<file path="src/rtl/irq_pkg.sv">
package irq_pkg;
  localparam int IRQ_CNT_W = 32;
  localparam int IRQ_IP_W  = 8;
  localparam int IRQ_SW_W  = 2;

  typedef struct packed {
    logic ie;
    logic erl;
    logic exl;
  } irq_level_t;
endpackage

</file>
<file path="src/rtl/irq_timer.sv">
module irq_timer #(
  parameter int CNT_W = irq_pkg::IRQ_CNT_W
) (
  input  logic             clk,
  input  logic             rst_n,
  input  logic             cnt_we,
  input  logic [CNT_W-1:0] cnt_wdata,
  input  logic             cmp_we,
  input  logic [CNT_W-1:0] cmp_wdata,
  output logic [CNT_W-1:0] count,
  output logic [CNT_W-1:0] compare,
  output logic             hit,
  output logic             flag
);
  localparam logic [CNT_W-1:0] ONE = CNT_W'(1);

  function automatic logic hit_eval(input logic [CNT_W-1:0] c,
                                    input logic [CNT_W-1:0] m);
    return (c == m) && (c != '0);
  endfunction

  function automatic logic [CNT_W-1:0] step(input logic [CNT_W-1:0] c);
    return c + ONE;
  endfunction

  assign hit = hit_eval(count, compare);

  always_ff @(posedge clk) begin
    if (!rst_n) begin
      count <= '0;
    end else if (cnt_we) begin
      count <= cnt_wdata;
    end else begin
      count <= step(count);
    end
  end

  always_ff @(posedge clk) begin
    if (!rst_n) begin
      compare <= '0;
    end else if (cmp_we) begin
      compare <= cmp_wdata;
    end
  end

  // a compare write clears the latch and wins over a hit in the same cycle
  always_ff @(posedge clk) begin
    if (!rst_n) begin
      flag <= 1'b0;
    end else if (cmp_we) begin
      flag <= 1'b0;
    end else if (hit) begin
      flag <= 1'b1;
    end
  end
endmodule

</file>
<file path="src/rtl/irq_ip_reg.sv">
module irq_ip_reg #(
  parameter int IP_W = irq_pkg::IRQ_IP_W,
  parameter int SW_W = irq_pkg::IRQ_SW_W,
  localparam int HW_W  = IP_W - SW_W,
  localparam int SEL_W = $clog2(IP_W)
) (
  input  logic             clk,
  input  logic             rst_n,
  input  logic             sw_we,
  input  logic [SW_W-1:0]  sw_wdata,
  input  logic [HW_W-1:0]  hw_in,
  input  logic             timer_flag,
  input  logic [SEL_W-1:0] timer_sel,
  output logic [IP_W-1:0]  ip
);
  logic [SW_W-1:0] sw_q;
  logic [HW_W-1:0] hw_q;
  logic [IP_W-1:0] base;

  always_ff @(posedge clk) begin
    if (!rst_n) begin
      sw_q <= '0;
    end else if (sw_we) begin
      sw_q <= sw_wdata;
    end
  end

  always_ff @(posedge clk) begin
    if (!rst_n) begin
      hw_q <= '0;
    end else begin
      hw_q <= hw_in;
    end
  end

  assign base = {hw_q, sw_q};

  // the timer bit is ORed into the selected position, other bits untouched
  for (genvar i = 0; i < IP_W; i++) begin : g_merge
    assign ip[i] = base[i] | (timer_flag && (timer_sel == SEL_W'(i)));
  end
endmodule

</file>
<file path="src/rtl/irq_gate.sv">
module irq_gate #(
  parameter int IP_W = irq_pkg::IRQ_IP_W
) (
  input  irq_pkg::irq_level_t lvl,
  input  logic [IP_W-1:0]     im,
  input  logic [IP_W-1:0]     ip,
  output logic                req,
  output logic                pending
);
  function automatic logic allowed(input irq_pkg::irq_level_t l);
    return l.ie && !l.erl && !l.exl;
  endfunction

  function automatic logic any_live(input logic [IP_W-1:0] m,
                                    input logic [IP_W-1:0] p);
    return |(m & p);
  endfunction

  assign req     = allowed(lvl) && any_live(im, ip);
  assign pending = |ip;
endmodule

</file>
<file path="src/rtl/irq_ctl.sv">
module irq_ctl #(
  parameter int CNT_W = irq_pkg::IRQ_CNT_W,
  parameter int IP_W  = irq_pkg::IRQ_IP_W,
  parameter int SW_W  = irq_pkg::IRQ_SW_W,
  localparam int HW_W  = IP_W - SW_W,
  localparam int SEL_W = $clog2(IP_W)
) (
  input  logic             clk,
  input  logic             rst_n,
  input  logic             ie,
  input  logic             erl,
  input  logic             exl,
  input  logic [IP_W-1:0]  im,
  input  logic [HW_W-1:0]  hw_irq,
  input  logic             sw_ip_we,
  input  logic [SW_W-1:0]  sw_ip_wdata,
  input  logic             cnt_we,
  input  logic [CNT_W-1:0] cnt_wdata,
  input  logic             cmp_we,
  input  logic [CNT_W-1:0] cmp_wdata,
  input  logic [SEL_W-1:0] timer_sel,
  output logic [IP_W-1:0]  ip,
  output logic [CNT_W-1:0] count,
  output logic [CNT_W-1:0] compare,
  output logic             int_pending,
  output logic             int_req
);
  // internal events, named for the checker
  logic                timer_hit;
  logic                timer_flag;
  irq_pkg::irq_level_t lvl;

  assign lvl = '{ie: ie, erl: erl, exl: exl};

  irq_timer #(.CNT_W(CNT_W)) u_timer (
    .clk       (clk),
    .rst_n     (rst_n),
    .cnt_we    (cnt_we),
    .cnt_wdata (cnt_wdata),
    .cmp_we    (cmp_we),
    .cmp_wdata (cmp_wdata),
    .count     (count),
    .compare   (compare),
    .hit       (timer_hit),
    .flag      (timer_flag)
  );

  irq_ip_reg #(.IP_W(IP_W), .SW_W(SW_W)) u_ip (
    .clk        (clk),
    .rst_n      (rst_n),
    .sw_we      (sw_ip_we),
    .sw_wdata   (sw_ip_wdata),
    .hw_in      (hw_irq),
    .timer_flag (timer_flag),
    .timer_sel  (timer_sel),
    .ip         (ip)
  );

  irq_gate #(.IP_W(IP_W)) u_gate (
    .lvl     (lvl),
    .im      (im),
    .ip      (ip),
    .req     (int_req),
    .pending (int_pending)
  );
endmodule

</file>
<file path="config.mk">
export PLATFORM = sky130hd
export DESIGN_NAME = irq_ctl
export DESIGN_NICKNAME = d
export VERILOG_FILES = /design/src/rtl/irq_pkg.sv /design/src/rtl/irq_timer.sv /design/src/rtl/irq_ip_reg.sv /design/src/rtl/irq_gate.sv /design/src/rtl/irq_ctl.sv
export SDC_FILE = /design/constraint.sdc
export NUM_CORES = 1
export LEC_CHECK = 0
export BUFFER_PORTS_ARGS = -buffer_cell sky130_fd_sc_hd__buf_4
export CAP_MARGIN = 20
export CORE_MARGIN = 8
export CORE_UTILIZATION = 40
export CTS_CLUSTER_SIZE = 28
export DETAILED_ROUTE_END_ITERATION = 10
export GPL_ROUTABILITY_DRIVEN = 0
export PLACE_DENSITY = 0.79
export SETUP_SLACK_MARGIN = 0.4
export SKIP_CTS_REPAIR_TIMING = 1
export SLEW_MARGIN = 20
export SYNTH_ARGS = -nofsm -noshare
export SYNTH_HDL_FRONTEND = slang
export SYNTH_SLANG_ARGS = --single-unit
</file>
<file path="constraint.sdc">
create_clock -name clk -period 1.9 [get_ports clk]
set_clock_uncertainty 0.05 [all_clocks]
set_input_delay 0.19 -clock clk [delete_from_list [all_inputs] [get_ports clk]]
set_output_delay 0.19 -clock clk [all_outputs]
set_load 0.02 [all_outputs]
</file>
==> summary.md <==
| Metric | Value |
|---|---|
| Status | finished with violations |
| Failing checks | setup timing |
| Post-synthesis cell area | 0.00376 mm^2 |
| Met2 usage | 0.328 |
| GR Util All Layers | 0.201 |
| Worst setup margin | -0.110 ns |
| Worst-path fanout max | 5 |
| Port bufs | 164 |
| Clock sinks | 73 |
| Largest net degree at the start of global routing | 42 |
| Synth Area per Inst | 9.19 um^2 |
| # placed instances | 672 |
| FF+latch count, synth | 73 |
| CTS clk-pin slew, worst paths | 0.08 ns |
| P_leak | 2.75 nW |
| Max Transition Viols Final | 0 |
| Final cell count without fillers | 729 |
| Min Tclk post-route | 2.01 ns |
| Slew headroom | 0.638 |
| First-pass DRT Iterations | 5 |
| Worst hold path class | input pin to flop |
| Maximum vdd drop | around 340 uV |
| Initial antenna violation count | 0 |
| Post-synth top area cell | dfxtp_1 |
| Count leader, synth | dfxtp_1 |
| Total number of vias | 4,001 |
| Yosys cell types | 38 |
| Die W | between 100 and 150 um |
| ANT cells | 0 |
| Primary FF master, synth | dfxtp_1 |
| Yosys top cell area share | 0.389 |
| Critical Path, Cell by Cell | nor2b_4 > a21o_4 > a22o_1 > a221oi_2 > a31oi_2 > buf_4 |
| Die area | approximately 0.013 mm^2 |
| Max Cap Viol | 0 |
| Nets in the synthesized netlist | 502 |
| Area Growth Syn to Fin | 60.0% |
| DRC | 0 |
| Average wire per standard cell | ~20 um |
| Synth warn | 0 |
| Design area | about 0.0060 mm^2 |
| Dpl ws | 0.168 ns |
| F_max | 0.498 GHz |
| Hold WS | 0.0167 ns |
| CTS tree | built |
| 1st-iter DRT viols | 322 |
| H-tree depth | 3 |
| CTS Buf Count | 9 |
| Site Rows | 35 |
| DP HPWL | just over 10,000 um |
| Reg2Reg Setup Slack | 0.19 ns |
| Clock buffer depth | 2 |
| Register area share after synthesis | 0.389 |
| Most Crowded Layer GR | met2 |
| Post-Place Cell Area | between 0.005 and 0.006 mm^2 |
| Core box area | just over 0.009 mm^2 |
| Largest delay share family, worst path | compound AO/OA/AOI/OAI gates |
| First-pass GRT wire length | 20,600 um |
| CP endpoint kind | output port |
| CP arrival | 1.77 ns |
| Post-route ant nets | 0 |
| Die Ht | approximately 110 um |
| Share of cells above drive strength 1 | 0.476 |
| I/O Pins | 165 |
| CP max-delay cell | dfxtp_4 |
| Actual slew at the worst max-slew pin | around 0.54 ns |
| RSZ-0062 raised after global routing | true |
| Final WL | 14,400 um |
| Post-synth top cells | dfxtp_1, nor2b_1, mux2i_1 |
| Buf/Inv on CP | 1 |
| PwrDens | 676 mW/mm^2 |
| Startpoint class of the critical path | flop |
| Initial Utilization | 0.409 |
| Final net count | 707 |
| Number of enable flip-flop cells after synthesis | 0 |
| Synth top area cells | dfxtp_1, mux2i_1, xor2_1 |
| Clock latency on the worst-skew pair | 0.36 ns |
| TNS Setup | -0.110 ns |
| Met1 usage | 0.241 |
| Hold Fails Final Rpt | 0 |
| Routing usage on met3 | 0.0586 |
| Post-synth ARST share | 0 |
| Cells after Synth | 409 |
| Vias in the first global route | approximately 4,000 |
| Total gr overflow | 0 |
| Vias/cell | 5.49 |
| Crit share post-route | 1.06 |
| # setup viols final | 1 |
| Root buf cell | clkbuf_8 |
| Kind of critical path | flop to output port |
| Critical Path Max Stage Delay | 0.37 ns |
| WP data required | roughly 1.7 ns |
## routing by layer
layer	wire length (um)	share of wire	up-vias
li1	-	-	1867
met1	5570	0.39	1868
met2	7180	0.50	222
met3	1140	0.079	44
met4	486	0.034	0
met5	0	0	-
## final cells by class
class | count | area (um^2)
flip-flops and latches | 73 | 1530
well taps | 111 | 139
fillers | 694 | 3180
repair buffers | 219 | 1720
multi-input cells | 308 | 2410
clock buffers | 10 | 149
inverters | 3 | 11.3
clock inverters | 5 | 60.1
## logic make-up after synthesis
group / after synthesis / synth area share
simple gates: 139 / 0.228
compound gates: 70 / 0.111
mux: 35 / 0.0932
xor+xnor: 61 / 0.142
flops: 73 / 0.389
buf+inv: 29 / 0.0296
fa+ha+maj: 2 / 0.00666
## final timing paths
check | endpoint | depth (start not counted) | startpoint
hold reg to reg | u_timer.flag | 2 | u_timer.flag
hold / removal | u_timer.count[7] | 2 | cnt_wdata[7]
setup reg to reg | u_timer.count[23] | 5 | u_timer.count[1]
setup / recovery | int_req | 6 | u_timer.flag
## stage by stage
stage	total power, mW	utilization
2_1_floorplan	2.24	-
4_1_cts	3.97	0.597
3_5_place_dp	2.67	0.574
3_3_place_gp	2.65	0.574
5_1_grt	4.25	0.654
6_report	4.07	0.654
## cell usage in the layout (no fill, tap or decap), types with 2 or more instances in the layout
| master | count |
|---|---|
| a21o_1 | 2 |
| a21oi_1 | 20 |
| a22oi_1 | 2 |
| a31o_2 | 4 |
| and2_1 | 14 |
| and3_1 | 4 |
| and4_1 | 2 |
| and4_4 | 3 |
| buf_4 | 200 |
| buf_6 | 13 |
| clkbuf_8 | 9 |
| dfxtp_1 | 49 |
| dfxtp_2 | 10 |
| dfxtp_4 | 14 |
| dlygate4sd3_1 | 5 |
| inv_1 | 3 |
| inv_4 | 2 |
| mux2i_1 | 35 |
| nand2_1 | 14 |
| nand2_2 | 2 |
| nand3_1 | 6 |
| nand3_2 | 6 |
| nand3_4 | 3 |
| nand4_1 | 17 |
| nor2_1 | 3 |
| nor2b_1 | 37 |
| nor3_1 | 2 |
| nor3_4 | 2 |
| nor4_1 | 10 |
| nor4_4 | 3 |
| o211a_1 | 3 |
| o21ai_0 | 29 |
| o21ai_1 | 2 |
| o21ba_2 | 2 |
| xnor2_1 | 25 |
| xnor2_2 | 4 |
| xor2_1 | 32 |
## state kept, by name, indices dropped and copies added, names as in the netlist
signal / flops
u_timer.flag: 1
u_timer.compare: 32
u_timer.count: 32
u_ip.sw_q: 2
u_ip.hw_q: 6
## power breakdown
part           total, mW  internal (mW)  switching, mW
clock               1.32          0.688          0.630
combinational      0.977          0.511          0.467
sequential          1.77           1.62          0.147
(Power assumes the default switching activity.)
